$ cat config.mk
export PLATFORM = sky130hd
export DESIGN_NAME = fmt_convert
export DESIGN_NICKNAME = d
export VERILOG_FILES = /design/src/rtl/cvt_pkg.sv /design/src/rtl/cvt_int_to_sp.sv /design/src/rtl/cvt_sp_to_int.sv /design/src/rtl/cvt_dp_to_sp.sv /design/src/rtl/cvt_sp_to_dp.sv /design/src/rtl/fmt_convert.sv
export SDC_FILE = /design/constraint.sdc
export NUM_CORES = 1
export LEC_CHECK = 0
export ABC_AREA = 1
export BUFFER_PORTS_ARGS = -buffer_cell sky130_fd_sc_hd__buf_2
export CORE_UTILIZATION = 50
export DETAILED_ROUTE_END_ITERATION = 8
export PLACE_DENSITY = 0.68
export SYNTH_ARGS = -nofsm -noshare
export SYNTH_HDL_FRONTEND = slang
export SYNTH_SLANG_ARGS = --single-unit
$ cat constraint.sdc
create_clock -name clk -period 5.9 [get_ports clk]
set_clock_uncertainty 0.05 [all_clocks]
set_input_delay 0.885 -clock clk [delete_from_list [all_inputs] [get_ports clk]]
set_output_delay 0.885 -clock clk [all_outputs]
set_load 0.005 [all_outputs]
$ cat src/rtl/cvt_pkg.sv
package cvt_pkg;
  typedef enum logic [1:0] {
    OP_I2S = 2'd0,
    OP_S2I = 2'd1,
    OP_D2S = 2'd2,
    OP_S2D = 2'd3
  } cvt_op_e;

  localparam int INT_W     = 32;
  localparam int SP_EXP_W  = 8;
  localparam int SP_FRAC_W = 23;
  localparam int DP_EXP_W  = 11;
  localparam int DP_FRAC_W = 52;
  localparam int SP_W      = SP_EXP_W + SP_FRAC_W + 1;
  localparam int DP_W      = DP_EXP_W + DP_FRAC_W + 1;
endpackage

$ cat src/rtl/cvt_int_to_sp.sv
module cvt_int_to_sp #(
  parameter int INT_W  = 32,
  parameter int EXP_W  = 8,
  parameter int FRAC_W = 23
) (
  input  logic [INT_W-1:0]        src,
  output logic [EXP_W+FRAC_W:0]   dst,
  output logic                    inexact
);
  localparam int BIAS  = (1 << (EXP_W - 1)) - 1;
  localparam int LZ_W  = $clog2(INT_W);
  localparam int GRD   = INT_W - 2 - FRAC_W;
  localparam int OUT_W = EXP_W + FRAC_W + 1;

  logic             sign;
  logic [INT_W-1:0] mag;
  logic [INT_W-1:0] norm;
  logic [LZ_W-1:0]  lz;
  logic [EXP_W-1:0] expo;
  logic             guard, sticky, up;

  always_comb begin
    sign = src[INT_W-1];
    mag  = sign ? (~src + 1'b1) : src;
    lz   = '0;
    for (int i = 0; i < INT_W; i++) begin
      if (mag[i]) lz = LZ_W'(INT_W - 1 - i);
    end
    norm   = mag << lz;
    expo   = EXP_W'(BIAS + INT_W - 1) - EXP_W'(lz);
    guard  = norm[GRD];
    sticky = |norm[GRD-1:0];
    up     = guard & (sticky | norm[GRD+1]);
    if (mag == '0) begin
      dst     = '0;
      inexact = 1'b0;
    end else begin
      dst     = {sign, expo, norm[INT_W-2 -: FRAC_W]} + OUT_W'(up);
      inexact = guard | sticky;
    end
  end
endmodule

$ cat src/rtl/cvt_sp_to_int.sv
module cvt_sp_to_int #(
  parameter int INT_W  = 32,
  parameter int EXP_W  = 8,
  parameter int FRAC_W = 23
) (
  input  logic [EXP_W+FRAC_W:0] src,
  output logic [INT_W-1:0]      dst,
  output logic                  inexact
);
  localparam int BIAS  = (1 << (EXP_W - 1)) - 1;
  localparam int EXT_W = FRAC_W + 1 + INT_W;
  localparam int TOP   = FRAC_W + INT_W;
  localparam int SH_W  = $clog2(EXT_W);
  localparam logic [INT_W-1:0] MAX_POS = {1'b0, {(INT_W-1){1'b1}}};
  localparam logic [INT_W-1:0] MAX_NEG = {1'b1, {(INT_W-1){1'b0}}};

  logic              sign;
  logic [EXP_W-1:0]  e;
  logic [FRAC_W-1:0] f;
  int                unb;
  logic [EXT_W-1:0]  ext, kept;
  logic [SH_W-1:0]   sh;
  logic [INT_W-1:0]  mag;

  always_comb begin
    sign    = src[EXP_W+FRAC_W];
    e       = src[EXP_W+FRAC_W-1 -: EXP_W];
    f       = src[FRAC_W-1:0];
    unb     = int'(e) - BIAS;
    ext     = {1'b1, f, {INT_W{1'b0}}};
    sh      = '0;
    kept    = '0;
    mag     = '0;
    dst     = '0;
    inexact = 1'b0;
    if (e == '0) begin
      dst = '0;
    end else if (e == '1 && f != '0) begin
      dst = MAX_POS;
    end else if (unb < 0) begin
      inexact = 1'b1;
    end else if (unb >= INT_W - 1) begin
      dst = sign ? MAX_NEG : MAX_POS;
    end else begin
      sh      = SH_W'(TOP - unb);
      kept    = ext >> sh;
      mag     = kept[INT_W-1:0];
      inexact = (kept << sh) != ext;
      dst     = sign ? (~mag + 1'b1) : mag;
    end
  end
endmodule

$ cat src/rtl/cvt_dp_to_sp.sv
module cvt_dp_to_sp #(
  parameter int SRC_EXP_W  = 11,
  parameter int SRC_FRAC_W = 52,
  parameter int DST_EXP_W  = 8,
  parameter int DST_FRAC_W = 23
) (
  input  logic [SRC_EXP_W+SRC_FRAC_W:0] src,
  output logic [DST_EXP_W+DST_FRAC_W:0] dst,
  output logic                          inexact
);
  localparam int SRC_BIAS = (1 << (SRC_EXP_W - 1)) - 1;
  localparam int DST_BIAS = (1 << (DST_EXP_W - 1)) - 1;
  localparam int REBIAS   = SRC_BIAS - DST_BIAS;
  localparam int GRD      = SRC_FRAC_W - DST_FRAC_W - 1;
  localparam int DST_EMAX = (1 << DST_EXP_W) - 1;
  localparam int OUT_W    = DST_EXP_W + DST_FRAC_W + 1;

  logic                  sign;
  logic [SRC_EXP_W-1:0]  e;
  logic [SRC_FRAC_W-1:0] f;
  int                    be;
  logic                  guard, sticky, up;

  always_comb begin
    sign    = src[SRC_EXP_W+SRC_FRAC_W];
    e       = src[SRC_EXP_W+SRC_FRAC_W-1 -: SRC_EXP_W];
    f       = src[SRC_FRAC_W-1:0];
    be      = int'(e) - REBIAS;
    guard   = f[GRD];
    sticky  = |f[GRD-1:0];
    up      = guard & (sticky | f[GRD+1]);
    dst     = '0;
    inexact = 1'b0;
    if (e == '0) begin
      dst = {sign, {(OUT_W-1){1'b0}}};
    end else if (e == '1) begin
      if (f != '0) dst = {1'b0, {DST_EXP_W{1'b1}}, 1'b1, {(DST_FRAC_W-1){1'b0}}};
      else         dst = {sign, {DST_EXP_W{1'b1}}, {DST_FRAC_W{1'b0}}};
    end else if (be >= DST_EMAX) begin
      dst     = {sign, {DST_EXP_W{1'b1}}, {DST_FRAC_W{1'b0}}};
      inexact = 1'b1;
    end else if (be <= 0) begin
      dst     = {sign, {(OUT_W-1){1'b0}}};
      inexact = 1'b1;
    end else begin
      dst     = {sign, DST_EXP_W'(be), f[SRC_FRAC_W-1 -: DST_FRAC_W]} + OUT_W'(up);
      inexact = guard | sticky;
    end
  end
endmodule

$ cat src/rtl/cvt_sp_to_dp.sv
module cvt_sp_to_dp #(
  parameter int SRC_EXP_W  = 8,
  parameter int SRC_FRAC_W = 23,
  parameter int DST_EXP_W  = 11,
  parameter int DST_FRAC_W = 52
) (
  input  logic [SRC_EXP_W+SRC_FRAC_W:0] src,
  output logic [DST_EXP_W+DST_FRAC_W:0] dst
);
  localparam int SRC_BIAS = (1 << (SRC_EXP_W - 1)) - 1;
  localparam int DST_BIAS = (1 << (DST_EXP_W - 1)) - 1;
  localparam int REBIAS   = DST_BIAS - SRC_BIAS;
  localparam int PAD_W    = DST_FRAC_W - SRC_FRAC_W;
  localparam int OUT_W    = DST_EXP_W + DST_FRAC_W + 1;

  logic                  sign;
  logic [SRC_EXP_W-1:0]  e;
  logic [SRC_FRAC_W-1:0] f;

  always_comb begin
    sign = src[SRC_EXP_W+SRC_FRAC_W];
    e    = src[SRC_EXP_W+SRC_FRAC_W-1 -: SRC_EXP_W];
    f    = src[SRC_FRAC_W-1:0];
    if (e == '0) begin
      dst = {sign, {(OUT_W-1){1'b0}}};
    end else if (e == '1) begin
      dst = {sign, {DST_EXP_W{1'b1}}, (f != '0), f[SRC_FRAC_W-2:0], {PAD_W{1'b0}}};
    end else begin
      dst = {sign, DST_EXP_W'(int'(e) + REBIAS), f, {PAD_W{1'b0}}};
    end
  end
endmodule

$ cat src/rtl/fmt_convert.sv
module fmt_convert
  import cvt_pkg::*;
(
  input  logic        clk,
  input  logic        rst_n,
  input  logic        in_valid,
  input  logic [1:0]  in_op,
  input  logic [63:0] in_opnd,
  output logic        out_valid,
  output logic [63:0] out_result,
  output logic        out_inexact
);
  localparam int RES_W = DP_W;

  logic [1:0]       rst_sync_q;
  logic             rst_core_n;
  cvt_op_e          op;
  logic [SP_W-1:0]  i2s_res, d2s_res;
  logic [INT_W-1:0] s2i_res;
  logic [DP_W-1:0]  s2d_res;
  logic             i2s_inx, s2i_inx, d2s_inx;
  logic [RES_W-1:0] res_d, res_q;
  logic             inx_d, inx_q, vld_q;

  always_ff @(posedge clk or negedge rst_n) begin
    if (!rst_n) rst_sync_q <= 2'b00;
    else        rst_sync_q <= {rst_sync_q[0], 1'b1};
  end
  assign rst_core_n = rst_sync_q[1];

  cvt_int_to_sp #(.INT_W(INT_W), .EXP_W(SP_EXP_W), .FRAC_W(SP_FRAC_W)) u_i2s (
    .src(in_opnd[INT_W-1:0]), .dst(i2s_res), .inexact(i2s_inx));

  cvt_sp_to_int #(.INT_W(INT_W), .EXP_W(SP_EXP_W), .FRAC_W(SP_FRAC_W)) u_s2i (
    .src(in_opnd[SP_W-1:0]), .dst(s2i_res), .inexact(s2i_inx));

  cvt_dp_to_sp #(.SRC_EXP_W(DP_EXP_W), .SRC_FRAC_W(DP_FRAC_W),
                 .DST_EXP_W(SP_EXP_W), .DST_FRAC_W(SP_FRAC_W)) u_d2s (
    .src(in_opnd[DP_W-1:0]), .dst(d2s_res), .inexact(d2s_inx));

  cvt_sp_to_dp #(.SRC_EXP_W(SP_EXP_W), .SRC_FRAC_W(SP_FRAC_W),
                 .DST_EXP_W(DP_EXP_W), .DST_FRAC_W(DP_FRAC_W)) u_s2d (
    .src(in_opnd[SP_W-1:0]), .dst(s2d_res));

  always_comb begin
    op = cvt_op_e'(in_op);
    unique case (op)
      OP_I2S: begin res_d = RES_W'(i2s_res); inx_d = i2s_inx; end
      OP_S2I: begin res_d = RES_W'(s2i_res); inx_d = s2i_inx; end
      OP_D2S: begin res_d = RES_W'(d2s_res); inx_d = d2s_inx; end
      default: begin res_d = s2d_res;        inx_d = 1'b0;    end
    endcase
  end

  always_ff @(posedge clk or negedge rst_core_n) begin
    if (!rst_core_n) begin
      vld_q <= 1'b0;
      res_q <= '0;
      inx_q <= 1'b0;
    end else begin
      vld_q <= in_valid;
      if (in_valid) begin
        res_q <= res_d;
        inx_q <= inx_d;
      end
    end
  end

  assign out_valid   = vld_q;
  assign out_result  = res_q;
  assign out_inexact = inx_q;
endmodule

Yosys cells after proc, flatten, opt, wreduce, memory -nomap -nowiden
Cells that the tools add are included.
W data, S select, Z words.

operators by class
  $add $sub $neg = 9
  $lt $le $gt $ge = 4
  equal/unequal tests = 5
  shift-type cells = 3
  mux-type cells = 58
  bitwise gates (word level) = 8
  reductions and logical operators = 9

operators with widths
  operator                  count
  $mux W32                  13
  $pmux W64 S3              1
  $mux W5                   32
  $mux W63                  2
  $add A32 B1 Y32           2
  $add A32 B1 Y32 const B   2
  $not A32 Y32              2
  $ne A56 B56 Y1            1
  $shl A56 B6 Y56           1
  $shr A56 B6 Y56           1
  $reduce_bool A52 Y1       1
  $ge A32 B9 Y1 const B     1
  $le A32 B1 Y1 const B     1
  $logic_not A32 Y1         1
  $shl A32 B5 Y31           1
  $reduce_or A28 Y1         1
  $reduce_bool A23 Y1       1
  $sub A11 B10 Y12 const B  1
  $add A8 B10 Y11 const B   1
  $eq A11 B11 Y1 const B    1
  $logic_not A11 Y1         1
  $ge A9 B6 Y1 const B      1
  $lt A9 B1 Y1 const B      1
  $mux W1                   9
  13 further kinds          17

word-level totals
  flip-flop bits (word level) = 68
  output and inout bits = 66
  word-level logic and storage cells = 100

Depth between registers and ports, before layout
  depth after elaboration = 42
  gate-level depth with buffers = 57
  mapped depth without buffers = 57

By module
Synthesis repeated with hierarchy kept, for this count alone.

unflattened totals
  cell total of the unflattened synthesis = 3484
  area, all modules = 17839.6 um^2

modules (own cells, without submodules)
  module         instances  cells each  area each (um^2)
  cvt_sp_to_int  1          1575        7459.7
  cvt_int_to_sp  1          929         4534.3
  fmt_convert    1          502         3588.4
  cvt_dp_to_sp   1          357         1629.1
  cvt_sp_to_dp   1          121         628.1

Worst setup path after synthesis
No wires, ideal clock.

  path kind = input-to-reg
  start = in in_opnd[25]
  end = reg res_q[30], in the netlist out_result[30]
  setup time = 120 ps
  data arrival time = 5900 ps
  required time = 5730 ps
  setup slack = -170 ps
  stages = 40
  buffers on the path = 6
  cells stage by stage = buf_4 -> inv_1 -> nor3_1 -> or2_2 -> nand2_2 -> inv_1 -> buf_2 -> clkbuf_1 -> clkbuf_1 -> ha_1 -> clkbuf_1 -> inv_1 -> clkbuf_1 -> nand2_1 -> nand3_1 -> nand2_1 -> inv_1 -> ha_1 -> [... 4 more ...] -> nand2_1 -> inv_1 -> nand3_1 -> inv_1 -> nand3_1 -> inv_1 -> nand3_1 -> nor3_2 -> nand3_1 -> o41ai_2 -> nand2_1 -> nand2_1 -> nand3_1 -> a21oi_1 -> o22ai_1 -> nand3b_1 -> o21ai_1 -> nand2_1

on the way
  word-level cells in the longest chain between the ends = 17
  elaborated cells on any way between the ends = 43

RTL lines
  element                 RTL line             RTL
  start: declaration      fmt_convert.sv:8     input logic [63:0] in_opnd,
  $not A32 Y32            cvt_int_to_sp.sv:24  mag = sign ? (~src + 1'b1) : src;
  $add A32 B1 Y32         cvt_int_to_sp.sv:24
  $mux W32                cvt_int_to_sp.sv:24
  $mux W5 (7 in series)   cvt_int_to_sp.sv:27  if (mag[i]) lz = LZ_W'(INT_W - 1 - i);
  $shl A32 B5 Y31         cvt_int_to_sp.sv:29  norm = mag << lz;
  $reduce_or A7 Y1        cvt_int_to_sp.sv:32  sticky = |norm[GRD-1:0];
  $or A1 B1 Y1            cvt_int_to_sp.sv:33  up = guard & (sticky | norm[GRD+1]);
  $and A1 B1 Y1           cvt_int_to_sp.sv:33
  $add A32 B1 Y32         cvt_int_to_sp.sv:38  dst = {sign, expo, norm[INT_W-2 -: FRAC_W]} + OUT_W'(up);
  $mux W32                cvt_int_to_sp.sv:34  if (mag == '0) begin
  $pmux W64 S3 (*)        fmt_convert.sv:47    unique case (op)
  end signal: assignment  fmt_convert.sv:63    res_q <= res_d;
  end: declaration        fmt_convert.sv:22    logic [RES_W-1:0] res_d, res_q;

Every way passes the cells marked *; elsewhere a longest branch is shown, timed or not.
A chain may end at the register's enable or synchronous reset.

Final worst setup path
  start = in in_opnd[0]
  end = reg res_q[22], in the netlist out_result[22]

on the way
  word-level cells in the longest chain between the ends = 42
  elaborated cells on any way between the ends = 63

RTL lines
  element                 RTL line
  $not A32 Y32            cvt_int_to_sp.sv:24
  $add A32 B1 Y32         cvt_int_to_sp.sv:24
  $mux W32                cvt_int_to_sp.sv:24
  $mux W5 (32 in series)  cvt_int_to_sp.sv:27
  $shl A32 B5 Y31         cvt_int_to_sp.sv:29
  $reduce_or A7 Y1        cvt_int_to_sp.sv:32
  $or A1 B1 Y1            cvt_int_to_sp.sv:33
  $and A1 B1 Y1           cvt_int_to_sp.sv:33
  $add A32 B1 Y32         cvt_int_to_sp.sv:38
  $mux W32                cvt_int_to_sp.sv:34
  $pmux W64 S3 (*)        fmt_convert.sv:47

Marked as above.

==> impl_metrics.yaml <==
sta:
  fmax_mhz: 180
  slew_viol_final: 0
  final.setup.worst_slack_ps: 352
  tightest_slew_ps: 921
  setup_viol: 0
  hold_viol: 0
  timing.final.crit_share: 0.940
  final.min_clock_period_ps: 5550
  relSlewSlack: 0.386
routing:
  wl_um: 61300
  wire_per_inst_um: 19.8
  first_iter_violations: 2644
  drc: 0
  ant_nets: 0
  vias_per_cell: 6.05
  first_pass_iters: 6
  vias: 18700
synthesis:
  synth_top_area_share: 0.221
  ys_warn_count: 0
  ys_ff_latch: 66
  synthCells: 2547
  synth_area_leaders: "nand2_1 (22%), dfrtp_1 (12%), o21ai_0 (11%)"
  yosysTopAreaCell: "nand2_1"
  ys_seq_area_frac: 0.121
  syn_nets: 2628
  synth.avg_cell_area_um2: 5.34
  synth_area_mm2: 0.0136
  ys.flop_type: "dfrtp_1"
  async_flop_share: 1.00
  synth_edf_count: 0
  ys_types: 71
die:
  ios: 135
  die_height_um: 167
  core_mm2: 0.0264
  start_util: 0.516
  dieArea_mm2: 0.0279
  die_x_um: 167
  rows: 59
critical_path:
  crit_fanout: 17
  slowest_delay_ps: 210
  crit_path_top_delay_cell: "nor3_4"
  end_kind: "register"
  start_kind: "primary input"
  worstSetupPathType: "in2reg"
  worst_ep_arrival_time_ps: 5750
  worstPathRequired_ps: 6100
power:
  power.switching_w: 0.00174
  pwr-share-clk: 0.185
  power_w: 0.00338
  power_frac_seq: 0.157
  ir_drop_v: 0.000153
  p_int_w: 0.00164
  p_leak_nw: 8.14
  switching_share: 0.514
  power.density_mw_per_mm2: 207
  power_frac_comb: 0.659
cts:
  clk_pin_slew_ps: 70
  cts_buffers: 9
  hold_buffers: 0
  clock-sinks: 66
  root_buffer: "clkbuf_16"
  cts_tree: "yes"
  cts.path.max_buffers: 2
  clk_latency_ps: 360
  htree_num_levels: 3
hold_path:
  hold_path.class: "in2async"
global_route:
  grt_antenna_before_repair: 1
  grt_max_degree: 67
  grt_overflow_total: 0
  grt_usage: 0.426
  grt_pass1_wl_um: 93400
  grt_pass1_vias: 17100
place:
  post-place-ws_ps: -73.5
  portBuffers: 134
  dpl_cell_area_mm2: 0.0155
  dp_hpwl_um: 48900
  gp_congestion: 1.10
layout:
  area_growth_pct: 20.1
  final_nets: 2841
  mostFrequentLayoutCell: "nand2_1"
  n_antenna_cell: 0
  layout_common_cells: "nand2_1 (794), o21ai_0 (306), nand3_1 (242)"
  drive_gt1_frac: 0.188
  stdcell_area_mm2: 0.0163
flow_run:
  cap_violations: 0
run_status:
  status: "finished clean"
-- sequential cells by signal (all words and copies together) (netlist names) --
signal	cells
out_inexact	1
out_result	62
out_valid	1
rst_sync_q	2
-- worst max-delay path, delay by kind of cell --
| kind | cells | cell delay, ps |
|---|---|---|
| xor+xnor | 1 | 210 |
| buf+inv | 10 | 920 |
| compound gates | 2 | 260 |
| simple gates | 28 | 3320 |
| fa+ha+maj | 1 | 130 |
-- routing by layer --
| metal | share of wire | up-vias | track usage |
|---|---|---|---|
| li1 | - | 8883 | - |
| met1 | 0.40 | 8491 | 0.554 |
| met2 | 0.44 | 1150 | 0.672 |
| met3 | 0.099 | 223 | 0.0718 |
| met4 | 0.054 | 2 | 0.227 |
| met5 | 0.00016 | - | 0 |
-- through the flow --
step	utilization	cells	TNS [ps]	hold WS (ps)
2_1_floorplan	-	2547	0	281
3_3_place_gp	0.590	3067	0	290
3_5_place_dp	0.590	3067	-133	298
4_1_cts	0.602	3083	0	252
5_1_grt	0.620	3100	-546	240
6_report	0.620	3100	0	242
-- repair_timing --
action,CTS,global route
resized for setup,0,77
endpoints found under the setup margin,0,23
buffers inserted,0,15
hold endpoints to repair,0,0
-- cell usage after synthesis, types with 8 or more instances --
cell type,count
o21ai_1,28
a21oi_1,85
dfrtp_1,66
xor2_1,25
o22ai_1,17
nor2_1,222
nor2_4,8
nor2_2,13
nand4_1,24
nand3_2,15
inv_2,23
mux2i_1,42
a31oi_1,12
nand2_1,802
o21ai_0,312
o2111ai_1,9
nor4_1,18
buf_4,15
buf_1,32
ha_1,12
o211ai_1,11
nand2_2,13
buf_2,31
or2_2,11
inv_1,215
nand3_1,247
nor3_1,55
clkbuf_1,64
o31ai_1,14
-- final cells by class --
| cell class | instances | area [um^2] |
|---|---|---|
| Clock inverter | 7 | 100 |
| Multi-Input combinational cell | 2090 | 10600 |
| Fill cell | 2702 | 10000 |
| Sequential cell | 66 | 1650 |
| Tap cell | 335 | 419 |
| Clock buffer | 9 | 225 |
| Inverter | 244 | 928 |
| Timing Repair Buffer | 349 | 2390 |
-- worst paths after layout --
| kind | start | end | slack, ps | cells after the start |
|---|---|---|---|---|
| max reg2reg | rst_sync_q[1] | out_result[49] | 4750 | 1 |
| max in group asynchronous | rst_sync_q[1] | out_result[49] | 4750 | 1 |
| min in group clk | rst_sync_q[0] | rst_sync_q[1] | 310 | 0 |
| max | in_opnd[0] | out_result[22] | 350 | 42 |
| min | rst_n | rst_sync_q[0] | 240 | 1 |
| min reg2reg | rst_sync_q[0] | rst_sync_q[1] | 310 | 0 |
-- power groups by stage --
| stage | registers [W] | logic (W) | clock network (W) |
|---|---|---|---|
| 5_1_grt | 0.000532 | 0.00242 | 0.000642 |
| 3_3_place_gp | 0.000534 | 0.00206 | 0 |
| 2_1_floorplan | 0.000538 | 0.00127 | 0 |
| 6_report | 0.000529 | 0.00223 | 0.000623 |
| 4_1_cts | 0.000527 | 0.00209 | 0.000618 |
| 3_5_place_dp | 0.000534 | 0.00208 | 0 |
-- logic make-up after synthesis --
group / Yosys count / synth area share
xor+xnor: 36 / 0.0265
buf+inv: 392 / 0.119
simple gates: 1457 / 0.468
compound gates: 541 / 0.223
fa+ha+maj: 12 / 0.0110
mux: 42 / 0.0309
other cells: 1 / 0.000276
flops: 66 / 0.121
Note: power is estimated with default switching activity, not from simulation.
